--- src/rtl/vrl_pkg.sv ---
package vrl_pkg;

    localparam int WORD_W       = 64;
    localparam int STATUS_W     = 8;
    localparam int BUSY_BIT     = 5;
    localparam int LINE_FIELD_W = 6;
    localparam int TAG_W        = 5;
    localparam int TRAP_W       = 9;
    localparam int PRIO_W       = 5;

    localparam logic [TAG_W-1:0]  VEC_TAG   = 5'h1F;
    localparam logic [TRAP_W-1:0] TRAP_VEC  = 9'h060;
    localparam logic [PRIO_W-1:0] PRIO_VEC  = 5'd16;

    typedef logic [WORD_W-1:0] vword_t;

    typedef struct packed {
        vword_t w0;
        vword_t w1;
        vword_t w2;
    } vec_payload_t;

    typedef enum logic {
        ST_IDLE = 1'b0,
        ST_HELD = 1'b1
    } latch_state_e;

    // Word 0 layout: tag in bits 10:6, line number in bits 5:0.
    function automatic vword_t make_word0(input logic [LINE_FIELD_W-1:0] line);
        vword_t w;
        w = '0;
        w[LINE_FIELD_W-1:0]         = line;
        w[LINE_FIELD_W +: TAG_W]    = VEC_TAG;
        return w;
    endfunction

    function automatic vec_payload_t make_payload(input logic [LINE_FIELD_W-1:0] line);
        vec_payload_t p;
        p.w0 = make_word0(line);
        p.w1 = '0;
        p.w2 = '0;
        return p;
    endfunction

endpackage

--- src/rtl/vrl_line_pick.sv ---
module vrl_line_pick #(
    parameter int NUM_LINES = 8,
    localparam int LINE_W   = (NUM_LINES > 1) ? $clog2(NUM_LINES) : 1
) (
    input  logic [NUM_LINES-1:0] lvl,
    output logic                 any,
    output logic [LINE_W-1:0]    idx
);
    logic [NUM_LINES-1:0] lowest_oh;

    // Isolate the lowest set line.
    assign lowest_oh = lvl & (~lvl + NUM_LINES'(1));
    assign any       = |lvl;

    always_comb begin
        idx = '0;
        for (int i = 0; i < NUM_LINES; i++) begin
            if (lowest_oh[i]) idx = LINE_W'(i);
        end
    end
endmodule

--- src/rtl/vrl_payload.sv ---
module vrl_payload
    import vrl_pkg::*;
#(
    parameter int LINE_W = 3
) (
    input  logic              clk,
    input  logic              rst,
    input  logic              load,
    input  logic [LINE_W-1:0] line,
    output vec_payload_t      pay_q
);
    vec_payload_t pay_d;

    always_comb begin
        pay_d = make_payload(LINE_FIELD_W'(line));
    end

    always_ff @(posedge clk) begin
        if (rst) begin
            pay_q <= '0;
        end else if (load) begin
            pay_q <= pay_d;
        end
    end
endmodule

--- src/rtl/vrl_ctrl.sv ---
module vrl_ctrl
    import vrl_pkg::*;
#(
    parameter int NUM_LINES = 8,
    localparam int LINE_W   = (NUM_LINES > 1) ? $clog2(NUM_LINES) : 1
) (
    input  logic                 clk,
    input  logic                 rst,
    input  logic [NUM_LINES-1:0] lvl,
    input  logic                 pick_any,
    input  logic [LINE_W-1:0]    pick_idx,
    input  logic                 halt_set,
    output logic                 load,
    output logic [LINE_W-1:0]    line_q,
    output latch_state_e         state_q,
    output logic [TRAP_W-1:0]    trap_q,
    output logic                 req_q,
    output logic                 halted_q
);
    logic held_lvl;
    logic release_now;

    assign held_lvl    = lvl[line_q];
    assign load        = (state_q == ST_IDLE) && pick_any;
    assign release_now = (state_q == ST_HELD) && !held_lvl;

    always_ff @(posedge clk) begin
        if (rst) begin
            state_q  <= ST_IDLE;
            line_q   <= '0;
            trap_q   <= '0;
            req_q    <= 1'b0;
            halted_q <= 1'b0;
        end else begin
            if (load) begin
                state_q <= ST_HELD;
                line_q  <= pick_idx;
                trap_q  <= TRAP_VEC;
                req_q   <= 1'b1;
            end else if (release_now) begin
                state_q <= ST_IDLE;
                req_q   <= 1'b0;
            end
            if (load) begin
                halted_q <= 1'b0;
            end else if (halt_set) begin
                halted_q <= 1'b1;
            end
        end
    end
endmodule

--- src/rtl/vec_irq_latch.sv ---
module vec_irq_latch
    import vrl_pkg::*;
#(
    parameter int NUM_LINES = 8
) (
    input  logic                 clk,
    input  logic                 rst,
    input  logic [NUM_LINES-1:0] irq_lvl,
    input  logic                 halt_set,
    output logic [STATUS_W-1:0]  status_q,
    output logic [WORD_W-1:0]    vec_word0,
    output logic [WORD_W-1:0]    vec_word1,
    output logic [WORD_W-1:0]    vec_word2,
    output logic [TRAP_W-1:0]    trap_code,
    output logic                 hard_req,
    output logic [PRIO_W-1:0]    irq_prio,
    output logic                 halted
);
    localparam int LINE_W = (NUM_LINES > 1) ? $clog2(NUM_LINES) : 1;

    logic              pick_any;
    logic [LINE_W-1:0] pick_idx;
    logic              load;
    logic [LINE_W-1:0] line_q;
    latch_state_e      state_q;
    vec_payload_t      pay_q;

    vrl_line_pick #(.NUM_LINES(NUM_LINES)) u_pick (
        .lvl (irq_lvl),
        .any (pick_any),
        .idx (pick_idx)
    );

    vrl_ctrl #(.NUM_LINES(NUM_LINES)) u_ctrl (
        .clk      (clk),
        .rst      (rst),
        .lvl      (irq_lvl),
        .pick_any (pick_any),
        .pick_idx (pick_idx),
        .halt_set (halt_set),
        .load     (load),
        .line_q   (line_q),
        .state_q  (state_q),
        .trap_q   (trap_code),
        .req_q    (hard_req),
        .halted_q (halted)
    );

    vrl_payload #(.LINE_W(LINE_W)) u_pay (
        .clk   (clk),
        .rst   (rst),
        .load  (load),
        .line  (pick_idx),
        .pay_q (pay_q)
    );

    always_comb begin
        status_q           = '0;
        status_q[BUSY_BIT] = (state_q == ST_HELD);
    end

    assign vec_word0 = pay_q.w0;
    assign vec_word1 = pay_q.w1;
    assign vec_word2 = pay_q.w2;
    assign irq_prio  = hard_req ? PRIO_VEC : '0;
endmodule

--- config.mk ---
export PLATFORM = sky130hd
export DESIGN_NAME = vec_irq_latch
export DESIGN_NICKNAME = d
export VERILOG_FILES = /design/src/rtl/vrl_pkg.sv /design/src/rtl/vrl_line_pick.sv /design/src/rtl/vrl_payload.sv /design/src/rtl/vrl_ctrl.sv /design/src/rtl/vec_irq_latch.sv
export SDC_FILE = /design/constraint.sdc
export NUM_CORES = 1
export LEC_CHECK = 0
export BUFFER_PORTS_ARGS = -buffer_cell sky130_fd_sc_hd__buf_2
export CORE_AREA = 2 2 87 89
export CTS_CLUSTER_SIZE = 28
export DETAILED_ROUTE_END_ITERATION = 6
export DIE_AREA = 0 0 89 91
export GPL_TIMING_DRIVEN = 0
export PLACE_DENSITY = 0.7
export SYNTH_ARGS = -nofsm -noshare
export SYNTH_HDL_FRONTEND = slang
export SYNTH_HIERARCHICAL = 1
export SYNTH_SLANG_ARGS = --single-unit
export TNS_END_PERCENT = 30
--- constraint.sdc ---
create_clock -name clk -period 2.73 [get_ports clk]
set_input_delay 0.6825 -clock clk [delete_from_list [all_inputs] [get_ports clk]]
set_output_delay 0.6825 -clock clk [all_outputs]
set_load 0.005 [all_outputs]
Word-level counts from Yosys, hierarchy flattened
Index checks and enable logic that the tools add are counted.

$add $sub $neg: 1. Multipliers: 0. Divide/modulo/power cells: 0. Magnitude comparators: 1. Equality and inequality tests: 0. Shift operators: 0. Mux-type cells: 12. Bitwise operators: 3. Reductions and logical operators: 6.

Operators by type and width (count): $mux W3 (4); $add A8 B1 Y8 const B (1); $and A8 B8 Y8 (1); $not A8 Y8 (1); $reduce_or A8 Y1 (1); $mux W5 (1); $lt A3 B4 Y1 const B (1); $mux W1 (4); $mux W2 (2); $bmux W1 S3 (1); $logic_and A1 B1 Y1 (2); $reduce_bool A2 Y1 (1); $reduce_or A2 Y1 (1); $logic_not A1 Y1 (1); $not A1 Y1 (1).

Flip-flop bits (word level): 10. Latch bits: 0. Memory bits (writable): 0. ROM bits: 0. Input port bits: 11. Output and inout bits: 216. Logic and storage cells: 28. Memories: 0.

Logic depth before layout (Yosys ltp)
Word-level depth: 10. Gate-level depth with buffers: 6. Depth with buffers taken out: 5.

By module
Netlist, hierarchy kept.

By module, submodules not included: vrl_payload (times used 1, cells each 201, area an instance 1544.0 sq um, sequential area each 80.1 sq um); vrl_ctrl (times used 1, cells each 37, area an instance 350.3 sq um, sequential area each 120.1 sq um); vec_irq_latch (times used 1, cells each 14, area an instance 101.3 sq um, sequential area each 0.0 sq um); vrl_line_pick (times used 1, cells each 15, area an instance 87.6 sq um, sequential area each 0.0 sq um).

Worst setup path after synthesis
Ideal clock, no wire load.

Kind: input to register. Start: in irq_lvl[4]. End: reg u_ctrl.req_q. Library setup time: 0.119 ns. Arrival time: 1.627 ns. Required time: 2.611 ns. Path slack: 0.984 ns. Cell stages on the path: 6. Path buffers: 1. Cells stage by stage: nor4_1 nand2_1 nor2b_1 buf_2 nor3_2 nor4_2.

Elaborated cells on any way between the ends: 8. Classes of those cells: 3 x mux; 5 x reduce/logical.

RTL lines: from (decl) (RTL line vec_irq_latch.sv:8) `input logic [NUM_LINES-1:0] irq_lvl,`; $reduce_or A8 Y1 * (RTL line vrl_line_pick.sv:13) `assign any = |lvl;`; net pick_any (RTL line vec_irq_latch.sv:21) `logic pick_any;`; $logic_and A1 B1 Y1 * (RTL line vrl_ctrl.sv:24) `assign load = (state_q == ST_IDLE) && pick_any;`; net load (RTL line vec_irq_latch.sv:23) `logic load;`; $mux W1 / $reduce_bool A2 Y1 (equally long branches); to (signal assigned) (RTL line vrl_ctrl.sv:32) `req_q <= 1'b0;`; to (signal assigned) (RTL line vrl_ctrl.sv:39) `req_q <= 1'b1;`; to (signal assigned) (RTL line vrl_ctrl.sv:42) `req_q <= 1'b0;`; to (decl) (RTL line vrl_ctrl.sv:17) `output logic req_q,`.

The timed path passes the listed nets; every way through them passes the cells marked *. The select of a mux whose other input is x is not followed. A chain may end at the register's enable or synchronous reset.

Final worst setup path
Same ends and word-level chain as after synthesis.

==> impl_metrics.yaml <==
run_status:
  status: "finished, final reports clean"
timing:
  fin_skew_ps: 2.070
  finalHoldViolations: 0
  finalCriticalPeriod_ps: 1761
  rsz0062_at_grt: "false"
  drv_slew: 0
  setup_violations: 0
  fmax_mhz: 567.8
  fin_tns_setup_ps: 0
  period_share: 0.6451
synth:
  synth_area_sq_mm: 0.002083
  synth_area_leaders: "buf_4 76%, dfxtp_1 9.6%, mux2i_1 2.9%"
  synth_area_leader_cell: "buf_4"
  yosys_warnings: 6
  synth_cells: 267
  synth_top_area_frac: 0.7568
  synthTopCellsByCount: "210 x buf_4, 14 x nor2_1, 10 x dfxtp_1, 6 x mux2i_1"
  yosysUniqueCellTypes: 22
  synth-edff-count: 0
  synth-seq-cells: 10
  seq_area_frac_synth: 0.09610
  synth_most_common_cell: "buf_4"
  postSynth.asyncResetShare: 0
  synth_ff_type: "dfxtp_1"
  synth.avg_cell_area_sq_um: 7.802
critical_path:
  path_max_fanout: 10
  critPathKind: "in -> reg"
  arrival_ps: 1880
  cp-end-kind: "flop"
  ff2ff_path_depth: 3
  cp.required_ps: 2850
  start_kind: "primary input"
flow_run:
  max_cap_viol_count: 0
place:
  place.detailed.hpwl_microns: 3465
  io_buffers: 24
  place.gp.congestion: 0.7336
floorplan:
  coreArea_sq_mm: 0.007137
  num_io_pins: 227
  die_w_microns: 89
  initial_core_util: 0.2919
  fp.dieArea_sq_mm: 0.008099
  die_y_microns: 91
  std_cell_rows: 31
clocking:
  cts-buffers-inserted: 3
  cts_setup_buffers: 0
  clkTransAtPathRegs_ps: 50
  cts_resized: 0
  cts_tree: "done"
  numClockSinks: 10
  clockRootBuffer: "clkbuf_8"
  htree_levels: 1
  clk_latency_ps: 230
  hold_buffers: 0
  cts.path.max_buffers: 2
global_route:
  grt_pass1_wl_microns: 5009
  grt_pass1_vias: 1175
  grt-ovfl-total: 0
  grt_max_degree: 11
  track_usage: 0.07501
  antenna_found_initial: 0
power_and_ir_drop:
  power-per-cell-area_mw_per_mm2: 227.7
  p_leak_nw: 2.129
  power.internal_mw: 0.5067
  seq_power_share: 0.229
  pwr-share-clk: 0.255
  power.share.combinational: 0.515
  p_sw_mw: 0.2058
  sw_frac_of_total: 0.2889
  ir_drop_mv: 0.1091
detailed_routing:
  ant_nets: 0
  drtPass1Iterations: 4
  drt-total-wl_microns: 3616
  vias_per_cell: 2.556
  wl_per_cell_microns: 6.098
  drc_errors: 0
  num_vias: 1516
  drt_iter0_markers: 26
cells_and_area:
  multi_input_area_sq_mm: 0.001041
  fillers: 737
  diodes: 0
  syn2layout_area_growth_pct: 50.21
  layout-drive-gt1-share: 0.4960
  finalNetCount: 506
  seq_area_sq_um: 200.2
  utilization: 0.4385
min_path:
  hold_depth: 2
  hold_path.class: "reg -> reg"
==> final timing paths <==
| path | start | to | slack (ps) |
|---|---|---|---|
| setup / recovery | irq_lvl[4] | u_ctrl/req_q$_SDFFE_PP0P_ | 970 |
| hold / removal | u_pay/pay_q[128]$_SDFFE_PP0P_ | u_pay/pay_q[128]$_SDFFE_PP0P_ | 490 |
| setup reg to reg | u_ctrl/line_q[2]$_SDFFE_PP0P_ | u_ctrl/req_q$_SDFFE_PP0P_ | 1520 |
| hold reg to reg | u_pay/pay_q[128]$_SDFFE_PP0P_ | u_pay/pay_q[128]$_SDFFE_PP0P_ | 490 |
==> per-layer routing <==
layer  vias up  routed length (microns)  GRT usage
met5         -                        0          0
li1        870                        -          -
met2       114                     2055     0.1642
met1       532                     1043    0.06634
met3         0                      517    0.01273
met4         0                        0    0.01493
==> cell families after synthesis <==
group / Yosys count / synth area share
simple gates: 25 / 0.06426
flops: 10 / 0.09610
mux: 9 / 0.05045
compound gates: 7 / 0.02102
buf+inv: 213 / 0.7628
other cells: 3 / 0.005405
==> flip-flops by register name, indices dropped and copies added (netlist names) <==
register	flops
u_pay/pay_q	4
u_ctrl/line_q	3
u_ctrl/halted_q	1
u_ctrl/req_q	1
u_ctrl/trap_q	1
==> power by group through the flow <==
stage / combinational, mW / sequential, mW / clock [mW]
CTS: 0.351 / 0.164 / 0.189
finish: 0.367 / 0.163 / 0.182
detailed placement: 0.351 / 0.167 / 0
global route: 0.409 / 0.165 / 0.199
floorplan: 0.315 / 0.166 / 0
global placement: 0.350 / 0.166 / 0
==> area by class of cell <==
type,count,area share
plain buffers,211,0.5054
inverters,2,0.002399
well taps,99,0.03958
clock buffers,4,0.01759
flip-flops and latches,10,0.06397
repair buffers,24,0.03838
multi-input cells,243,0.3327
==> cells in the final DEF (no fill, tap or decap) <==
cell,netlist,routed
inv_1,2,2
nor2_1,14,14
buf_2,1,25
nor3_2,1,1
mux2_2,2,2
a211oi_1,3,3
conb_1,3,202
mux4_2,1,1
a21oi_1,1,1
nand3_1,1,1
nand2_1,1,1
buf_4,210,210
nor4_1,1,1
nor3_1,1,1
clkbuf_8,0,4
nor2b_1,2,2
dfxtp_1,10,10
mux2i_1,6,6
nor4_2,2,2
nand3b_1,1,1
nand2b_1,1,1
o21ai_0,2,2
o22ai_1,1,1
==> worst max-delay path, cell delays in order <==
cell     delay, ps
buf_2          120
nor4_1         370
nand2_1        120
nor2b_1        140
buf_2          210
nor3_2         200
nor4_2          50
==> stage by stage <==
step	setup WS, ps	power, mW	hold WS [ps]	instance area (sq um)	cells
2_1_floorplan	984.0	0.4807	484.1	2830	466
3_3_place_gp	738.9	0.5158	476.7	3074	589
3_5_place_dp	705.2	0.5171	487.8	3074	589
4_1_cts	953.6	0.7036	501.3	3129	593
5_1_grt	810.3	0.7733	544.4	3129	593
6_report	968.9	0.7125	491.1	3129	593
Note: power is estimated with default switching activity, not from simulation.
